===== src/rtl/cf_recon_pkg.sv =====
package cf_recon_pkg;

  // Start level plus a signed fine offset scaled by a power of two.
  function automatic int scale_add(input int base, input int diff, input int sh);
    return base + (diff <<< sh);
  endfunction

  // Clamp into [0, hi].
  function automatic int clamp_range(input int v, input int hi);
    if (v < 0) return 0;
    if (v > hi) return hi;
    return v;
  endfunction

endpackage


===== src/rtl/cf_recon_table.sv =====
module cf_recon_table #(
  parameter int CW  = 3,
  parameter int OW  = 10,
  parameter int SHW = 2
) (
  input  logic           clk,
  input  logic           rst_n,
  input  logic           wr_en,
  input  logic [CW-1:0]  wr_idx,
  input  logic [OW-1:0]  wr_base,
  input  logic [SHW-1:0] wr_shift,
  input  logic [CW-1:0]  rd_idx,
  output logic [OW-1:0]  rd_base,
  output logic [SHW-1:0] rd_shift
);
  localparam int NRAMP = 1 << CW;

  logic [OW-1:0]  base_q  [NRAMP];
  logic [SHW-1:0] shift_q [NRAMP];

  for (genvar k = 0; k < NRAMP; k++) begin : g_entry
    always_ff @(posedge clk or negedge rst_n) begin
      if (!rst_n) begin
        base_q[k]  <= {CW'(k), {(OW-CW){1'b0}}};
        shift_q[k] <= '0;
      end else if (wr_en && wr_idx == CW'(k)) begin
        base_q[k]  <= wr_base;
        shift_q[k] <= wr_shift;
      end
    end
  end

  assign rd_base  = base_q[rd_idx];
  assign rd_shift = shift_q[rd_idx];

  // a write lands in the addressed entry on the next edge
  p_table_write_r8: assert property (@(posedge clk) disable iff (!rst_n)
    wr_en |=> (base_q[$past(wr_idx)] == $past(wr_base)) &&
              (shift_q[$past(wr_idx)] == $past(wr_shift)));
endmodule


===== src/rtl/cf_recon_front.sv =====
module cf_recon_front #(
  parameter int CW      = 3,
  parameter int FW      = 8,
  parameter int OW      = 10,
  parameter int SHW     = 2,
  parameter int LIN_OVL = 64,
  parameter int CMP_FW  = 7,
  parameter int CMP_OVL = 32
) (
  input  logic                clk,
  input  logic                rst_n,
  input  logic                in_valid,
  input  logic                in_mode,
  input  logic [CW-1:0]       in_coarse,
  input  logic [FW-1:0]       in_fine,
  input  logic [OW-1:0]       tbl_base,
  input  logic [SHW-1:0]      tbl_shift,
  output logic                s1_valid,
  output logic [OW-1:0]       s1_base,
  output logic [SHW-1:0]      s1_shift,
  output logic signed [FW:0]  s1_diff
);
  int            lin_diff_i, cmp_diff_i;
  logic [OW-1:0] lin_base;

  always_comb begin
    lin_diff_i = int'(in_fine) - LIN_OVL;
    cmp_diff_i = int'(in_fine[CMP_FW-1:0]) - CMP_OVL;
  end
  assign lin_base = {in_coarse, {(OW-CW){1'b0}}};

  always_ff @(posedge clk or negedge rst_n) begin
    if (!rst_n) begin
      s1_valid <= 1'b0;
      s1_base  <= '0;
      s1_shift <= '0;
      s1_diff  <= '0;
    end else begin
      s1_valid <= in_valid;
      if (in_valid) begin
        if (in_mode) begin
          s1_base  <= tbl_base;
          s1_shift <= tbl_shift;
          s1_diff  <= (FW+1)'(cmp_diff_i);
        end else begin
          s1_base  <= lin_base;
          s1_shift <= '0;
          s1_diff  <= (FW+1)'(lin_diff_i);
        end
      end
    end
  end

  // stage one follows the input valid by one edge
  p_stage1_valid_r2: assert property (@(posedge clk) disable iff (!rst_n)
    s1_valid == $past(in_valid));

  // uniform samples use unit step and ignore the table
  p_uniform_step_r3: assert property (@(posedge clk) disable iff (!rst_n)
    (in_valid && !in_mode) |=> (s1_shift == '0));
endmodule


===== src/rtl/cf_recon_back.sv =====
module cf_recon_back #(
  parameter int FW  = 8,
  parameter int OW  = 10,
  parameter int SHW = 2
) (
  input  logic               clk,
  input  logic               rst_n,
  input  logic               s1_valid,
  input  logic [OW-1:0]      s1_base,
  input  logic [SHW-1:0]     s1_shift,
  input  logic signed [FW:0] s1_diff,
  output logic               out_valid,
  output logic [OW-1:0]      out_data
);
  import cf_recon_pkg::*;

  localparam int FULL = (1 << OW) - 1;

  int   raw_sum, clamped;
  logic sat_lo, sat_hi;

  always_comb begin
    raw_sum = scale_add(int'(s1_base), int'(s1_diff), int'(s1_shift));
    clamped = clamp_range(raw_sum, FULL);
  end
  assign sat_lo = s1_valid && (raw_sum < 0);
  assign sat_hi = s1_valid && (raw_sum > FULL);

  always_ff @(posedge clk or negedge rst_n) begin
    if (!rst_n) begin
      out_valid <= 1'b0;
      out_data  <= '0;
    end else begin
      out_valid <= s1_valid;
      if (s1_valid) out_data <= OW'(clamped);
    end
  end

  p_stage2_valid_r2: assert property (@(posedge clk) disable iff (!rst_n)
    out_valid == $past(s1_valid));

  p_floor_r6: assert property (@(posedge clk) disable iff (!rst_n)
    sat_lo |=> (out_valid && out_data == '0));

  p_ceiling_r7: assert property (@(posedge clk) disable iff (!rst_n)
    sat_hi |=> (out_valid && out_data == OW'(FULL)));
endmodule


===== src/rtl/cf_recon_top.sv =====
module cf_recon_top #(
  parameter int CW      = 3,
  parameter int FW      = 8,
  parameter int OW      = 10,
  parameter int SHW     = 2,
  parameter int LIN_OVL = 64,
  parameter int CMP_FW  = 7,
  parameter int CMP_OVL = 32
) (
  input  logic           clk,
  input  logic           rst_n,
  input  logic           cfg_we,
  input  logic [CW-1:0]  cfg_idx,
  input  logic [OW-1:0]  cfg_base,
  input  logic [SHW-1:0] cfg_shift,
  input  logic           in_valid,
  input  logic           in_mode,
  input  logic [CW-1:0]  in_coarse,
  input  logic [FW-1:0]  in_fine,
  output logic           out_valid,
  output logic [OW-1:0]  out_data
);
  logic [OW-1:0]      tbl_base, s1_base;
  logic [SHW-1:0]     tbl_shift, s1_shift;
  logic               s1_valid;
  logic signed [FW:0] s1_diff;

  cf_recon_table #(.CW(CW), .OW(OW), .SHW(SHW)) u_table (
    .clk(clk), .rst_n(rst_n),
    .wr_en(cfg_we), .wr_idx(cfg_idx), .wr_base(cfg_base), .wr_shift(cfg_shift),
    .rd_idx(in_coarse), .rd_base(tbl_base), .rd_shift(tbl_shift)
  );

  cf_recon_front #(.CW(CW), .FW(FW), .OW(OW), .SHW(SHW), .LIN_OVL(LIN_OVL),
                   .CMP_FW(CMP_FW), .CMP_OVL(CMP_OVL)) u_front (
    .clk(clk), .rst_n(rst_n),
    .in_valid(in_valid), .in_mode(in_mode), .in_coarse(in_coarse), .in_fine(in_fine),
    .tbl_base(tbl_base), .tbl_shift(tbl_shift),
    .s1_valid(s1_valid), .s1_base(s1_base), .s1_shift(s1_shift), .s1_diff(s1_diff)
  );

  cf_recon_back #(.FW(FW), .OW(OW), .SHW(SHW)) u_back (
    .clk(clk), .rst_n(rst_n),
    .s1_valid(s1_valid), .s1_base(s1_base), .s1_shift(s1_shift), .s1_diff(s1_diff),
    .out_valid(out_valid), .out_data(out_data)
  );

  // nothing leaves the block straight after reset
  p_reset_quiet_r1: assert property (@(posedge clk) disable iff (!rst_n)
    $rose(rst_n) |-> !out_valid);
endmodule


===== config.mk =====
export PLATFORM = sky130hd
export DESIGN_NAME = cf_recon_top
export DESIGN_NICKNAME = d
export VERILOG_FILES = /design/src/rtl/cf_recon_pkg.sv /design/src/rtl/cf_recon_table.sv /design/src/rtl/cf_recon_front.sv /design/src/rtl/cf_recon_back.sv /design/src/rtl/cf_recon_top.sv
export SDC_FILE = /design/constraint.sdc
export NUM_CORES = 1
export LEC_CHECK = 0
export BUFFER_PORTS_ARGS = -buffer_cell sky130_fd_sc_hd__buf_2
export CAP_MARGIN = 20
export CORE_MARGIN = 3
export CORE_UTILIZATION = 55
export CTS_CLUSTER_DIAMETER = 80
export CTS_CLUSTER_SIZE = 12
export DETAILED_ROUTE_END_ITERATION = 10
export MAX_ROUTING_LAYER = met4
export PLACE_DENSITY_LB_ADDON = 0.15
export SLEW_MARGIN = 15
export SYNTH_ARGS = -nofsm -noshare
export SYNTH_HDL_FRONTEND = slang
export SYNTH_SLANG_ARGS = --single-unit

===== constraint.sdc =====
create_clock -name clk -period 4 [get_ports clk]
set_input_delay 0.8 -clock clk [delete_from_list [all_inputs] [get_ports clk]]
set_output_delay 0.8 -clock clk [all_outputs]
set_load 0.01 [all_outputs]

### Word-level counts from Yosys, hierarchy flattened

Cells that the tools add are included.

| word-level totals | value |
|---|---|
| logic and storage cells | 61 |
| input bits | 31 |
| register bits | 129 |
| output and inout bits | 11 |

| operators by class | value |
|---|---|
| reductions and logical operators | 9 |
| eq/ne operators | 7 |
| magnitude comparators | 3 |
| $add $sub $neg | 3 |
| bitwise logic cells | 1 |
| multiplexer cells | 15 |
| shift-type cells | 1 |

Operators with widths:

| operator | number |
|---|---|
| two-way mux 10 bit | 6 |
| adder 11 x 32 -> 32 bit | 1 |
| greater-than comparator 32 x 11 -> 1 bit, second input constant | 1 |
| < comparator 32 x 1 -> 1 bit, second input constant | 1 |
| <<< shifter 9 x 2 -> 32 bit | 1 |
| binary-select mux 10 bit (select 3 bit) | 1 |
| == test 3 bit, second input constant | 4 |
| two-way mux 9 bit | 1 |
| subtractor 8 x 7 -> 9 bit, second input constant | 1 |
| logical AND 1 bit | 8 |
| subtractor 7 x 6 -> 8 bit, second input constant | 1 |
| binary-select mux 2 bit (select 3 bit) | 1 |
| == test 3 x 2 -> 1 bit, second input constant | 2 |
| two-way mux 2 bit | 3 |
| >= comparator 4 bit, second input constant | 1 |
| NOT 3 -> 4 bit | 1 |
| == test 3 x 1 -> 1 bit, second input constant | 1 |
| zero test 3 bit | 1 |
| two-way mux 1 bit | 3 |

### Depth between registers and ports, before layout

| depth | value |
|---|---|
| word-level depth | 7 |
| depth in mapped cells | 17 |
| depth with buffers taken out | 16 |

### By module

From an unflattened synthesis, not the netlist that was laid out.

| unflattened totals | value |
|---|---|
| cell total of the unflattened synthesis | 468 |
| area total of the unflattened synthesis | 6631.4 um^2 |

Modules (own cells, without submodules):

| module | area an instance (um^2) | sequential area each (um^2) | cells each | times used |
|---|---|---|---|---|
| cf_recon_table | 4429.2 | 2417.3 | 251 | 1 |
| cf_recon_back | 1222.4 | 275.3 | 131 | 1 |
| cf_recon_front | 979.7 | 550.5 | 86 | 1 |

### Worst setup path before layout

OpenSTA, ideal clock, no wires.

| timing path | value |
|---|---|
| path kind | reg2reg |
| start | reg u_front.s1_shift[0] |
| end | reg u_back.out_data[9] |
| path slack | -0.170 ns |
| data arrival time | 4.046 ns |
| cell stages (with the launch flop) | 16 |
| setup time | 0.124 ns |
| required time | 3.876 ns |
| period minus slack after synthesis | 4.170 ns |
| path buffers | 1 |
| cell sequence | dfrtp_1 clkbuf_1 mux4_2 ha_1 a21o_1 a31o_2 o211a_1 o21a_1 o221ai_1 ha_1 and4b_1 nand4_1 or3b_1 nor3_4 a2111oi_4 a211o_1 |

| on the way | value |
|---|---|
| cells in the longest elaborated chain, start to end | 7 |
| elaborated cells between the ends (all ways) | 10 |
| those cells by class | add/sub: 1; order compare: 2; shift: 1; mux: 6 |

Ends and longest elaborated chain:

| item | line | source |
|---|---|---|
| start: declaration | cf_recon_front.sv:20 | `output logic [SHW-1:0] s1_shift,` |
| start signal: assignment | cf_recon_front.sv:43 | `s1_shift <= tbl_shift;` |
| <<< shifter 9 x 2 -> 32 bit (*) | cf_recon_pkg.sv:5 | `return base + (diff <<< sh);` |
| adder 11 x 32 -> 32 bit (*) | cf_recon_pkg.sv:5 |  |
| greater-than comparator 32 x 11 -> 1 bit | cf_recon_pkg.sv:11 | `if (v > hi) return hi;` |
| two-way mux 1 bit (2 in a row) | cf_recon_pkg.sv:11 |  |
| two-way mux 10 bit | cf_recon_pkg.sv:12 | `return v;` |
| two-way mux 10 bit (*) | cf_recon_pkg.sv:11 |  |
| end signal: assignment | cf_recon_back.sv:35 | `if (s1_valid) out_data <= OW'(clamped);` |
| end: declaration | cf_recon_back.sv:13 | `output logic [OW-1:0] out_data` |

Mark *: on every way between the ends. The rest lies on a longest branch, timed or not. The select of a mux whose other input is x is not followed.
A chain may end at the register's enable or synchronous reset.

### Final worst setup path

| timing path | value |
|---|---|
| start | reg u_front.s1_shift[0] |
| end | reg u_back.out_data[6] |

The elaborated chain is that of the path after synthesis.

==> impl_metrics.tcl <==
set metrics [dict create \
    status "complete, no violations" \
    grt_overflow 0 \
    synth_edf_count 0 \
    die_x_um 114 \
    crit_chain "mux4_2, ha_4, a21o_1, a31o_4, o211a_1, o21a_2, o221ai_2, ha_1, and4b_1, nand4_1, or3b_4, nor3_4, a2111oi_4, a221o_1" \
    drv_cap 0 \
    io_buffer_count 41 \
    place_area_um2 6920 \
    place_congestion 0.847 \
    cts_buffer_depth 2 \
    die_h_um 114 \
    antenna_cells 0 \
    synth_ff_type "dfrtp_1" \
    grt_pass1_wl_um 22600 \
    slew_violations 0 \
    clock_skew_ns 0.0102 \
    synthMuxAreaShare_pct 30.9 \
    cpPeakStageDelay_ns 0.55 \
    clockPowerShare_pct 33.7 \
    first_pass_iters 4 \
    syn_nets 508 \
    comb_power_share_pct 25.1 \
    p_per_area_nw_per_um2 558 \
    synth_simple_gate_area_share_pct 4.49 \
    cts-root-buf "clkbuf_16" \
    fin_hold_ws_ns 0.462 \
    synth_top_family_by_area "multiplexers" \
    clkTransAtPathRegs_ns 0.06 \
    grt_pass1_vias 4330 \
    yosys_warnings 0 \
    slew-limit-headroom_pct 32.6 \
    final_nets 569 \
    synth.distinct_cells 55 \
    period_share_pct 97.8 \
    drive_gt1_share_pct 51.2 \
    core_area_um2 11200 \
    netlist.top_cell.by_area "dfrtp_1" \
    rows 38 \
    drc 0 \
    synthAdderAreaFrac_pct 3.60 \
    min_period_ns 3.91 \
    ys_seq_elements 129 \
    startpoint_type "flip-flop" \
    p_leak_nw 3.27 \
    ant_nets 0 \
    num_vias 4038 \
    power_frac_seq_pct 41.2 \
    cts_buffers 17 \
    drtIter0Drc 250 \
    cp_max_fo 6 \
    max_freq_mhz 256 \
    die_area_um2 13100 \
    grt_max_degree 68 \
    switching_share_pct 27.8 \
    critPathBufInv 0 \
    p_sw_w 0.00119 \
    dp_cells 635 \
    critPathKind "flip-flop to flip-flop" \
    routed_wl_um 14100 \
    start_util_pct 57.8 \
    fin_cells 673 \
    antenna_found_initial 0 \
    async_reset_ff_share_pct 100 \
    synth.area.top_cells "dfrtp_1 (45%), mux2_2 (18%), mux4_2 (9.8%)" \
    hold_violations 0 \
    critPathTopFamily "compound AO/OA/AOI/OAI gates" \
    htree_num_levels 4 \
    arrival_ns 4.20 \
    track_usage_pct 23.8 \
    synth_sequential_area_ratio_pct 50.2 \
    synth_xor_area_share_pct 0.949 \
    vias_per_cell 6.00 \
    fillers 787 \
    vdd_drop_max_v 0.000610 \
    place_hpwl_um 9230 \
    synthToLayoutAreaGrowth_pct 18.1 \
    io_pins 42 \
    min_path_type "input port to asynchronous set/reset pin" \
    tns_ns 0 \
    power_w 0.00426 \
    clkSinkCount 129 \
    post-route-cell-area_um2 7630 \
    endpoint_kind "flip-flop" \
    wire_per_inst_um 20.9 \
    cp_slowest_cell "mux4_2" \
    clk_latency_ns 0.42 \
    setup-violations-final 0 \
    yosysTopAreaCellShare_pct 45.3 \
    rsz0062_at_grt "yes" \
    worst_slew_pin_slew_ns 1.01 \
    syn_avg_cell_area_um2 14.1 \
    synthesis.instances 459 \
    cts_tree "done" \
    p_int_w 0.00307 \
    syn_area_um2 6460 \
    required_ns 4.29 \
    synth_compound_area_share_pct 7.34 \
]
==> worst paths after layout <==
| path | from | end | slack [ns] | depth (start not counted) |
|---|---|---|---|---|
| worst max-delay path | u_front.s1_shift[0] | u_back.out_data[6] | 0.09 | 14 |
| worst min-delay path | rst_n | u_front.s1_base[8] | 0.46 | 1 |
| worst max register to register | u_front.s1_shift[0] | u_back.out_data[6] | 0.09 | 14 |
| worst min register to register | u_back.out_data[9] | u_back.out_data[9] | 0.50 | 1 |
| max in group asynchronous | rst_n | u_table.base_q[7] | 2.67 | 2 |
| min in group clk | u_back.out_data[9] | u_back.out_data[9] | 0.50 | 1 |
==> flip-flops by register name (all words and copies together) (netlist names) <==
name              cells
u_table.shift_q      16
u_table.base_q       80
u_back.out_data      10
u_front.s1_valid      1
u_front.s1_diff       9
u_front.s1_base      10
u_back.out_valid      1
u_front.s1_shift      2
==> power by group through the flow <==
stage,combinational (W),sequential (W),clock [W]
6_report,0.00107,0.00176,0.00143
5_1_grt,0.00117,0.00179,0.00152
2_1_floorplan,0.000703,0.00173,0
3_5_place_dp,0.000988,0.00177,0
3_3_place_gp,0.000962,0.00175,0
4_1_cts,0.000997,0.00175,0.00147
==> per-layer routing <==
layer	GRT usage, %	vias to the layer above	wire length, um	part of all wire [%]
met5	-	-	0	0
met3	5.81	20	509	3.6
met1	30.1	2088	6070	43
met4	8.08	0	282	2.0
met2	38.1	78	7190	51
li1	-	1852	-	-
==> logic make-up (layout without fill, tap and decap cells) <==
group                    count (synthesis)  in the layout
XOR/XNOR                                 7              7
adder cells (fa/ha/maj)                 18             18
AO/OA/AOI/OAI                           64             64
flip-flops                             129            129
AND/OR/NAND/NOR                         50             50
multiplexers                           149            149
buffers and inverters                   42            116
==> stage by stage <==
stage / utilization, % / worst slack [ns]
2_1_floorplan: - / 0.0177
3_3_place_gp: 61.9 / 0.0921
3_5_place_dp: 61.9 / 0.0445
4_1_cts: 66.9 / 0.0199
5_1_grt: 68.3 / -0.111
6_report: 68.3 / 0.0866
==> cell usage in the layout (no fill, tap or decap), drive strengths merged, types with 3 or more instances in the layout <==
| master | n |
|---|---|
| a211o | 4 |
| a21o | 4 |
| a21oi | 12 |
| a221o | 3 |
| a31oi | 9 |
| and3 | 3 |
| buf | 66 |
| clkbuf | 23 |
| clkinv | 5 |
| dfrtp | 117 |
| dfstp | 12 |
| ha | 17 |
| inv | 19 |
| mux2 | 106 |
| mux2i | 14 |
| mux4 | 29 |
| nand2 | 9 |
| nand2b | 4 |
| nand4b | 3 |
| nor2 | 9 |
| nor2b | 3 |
| nor3 | 7 |
| o21ai | 9 |
| o22ai | 9 |
| xnor2 | 4 |
| xor2 | 3 |
==> Yosys cell counts, types with 4 or more instances <==
cell type	instances
xnor2_1	4
nor3_1	6
clkbuf_1	15
buf_1	5
nand2_1	8
a21oi_1	11
a31oi_1	9
mux2i_1	13
dfstp_2	12
mux4_2	28
nor2_1	9
ha_1	17
nand2b_1	4
buf_2	4
inv_1	18
o21ai_0	9
dfrtp_1	117
mux2_2	106
o22ai_1	9
==> repair_timing <==
action,CTS,global route
hold endpoints to repair,0,0
pin swaps,0,18
setup endpoints to repair,2,10
resized for setup,1,22
setup buffers,0,6
hold buffers,0,0
==> cell type report <==
| type | count | area (um^2) | area share, % |
|---|---|---|---|
| clock buffers | 23 | 468 | 6.13 |
| clock inverters | 9 | 82.6 | 1.08 |
| inverters | 18 | 67.6 | 0.886 |
| multi-input cells | 288 | 3180 | 41.6 |
| flip-flops and latches | 129 | 3250 | 42.5 |
| well taps | 140 | 175 | 2.30 |
| repair buffers | 66 | 415 | 5.44 |
No activity file was read; power rests on OpenSTA's default activity.
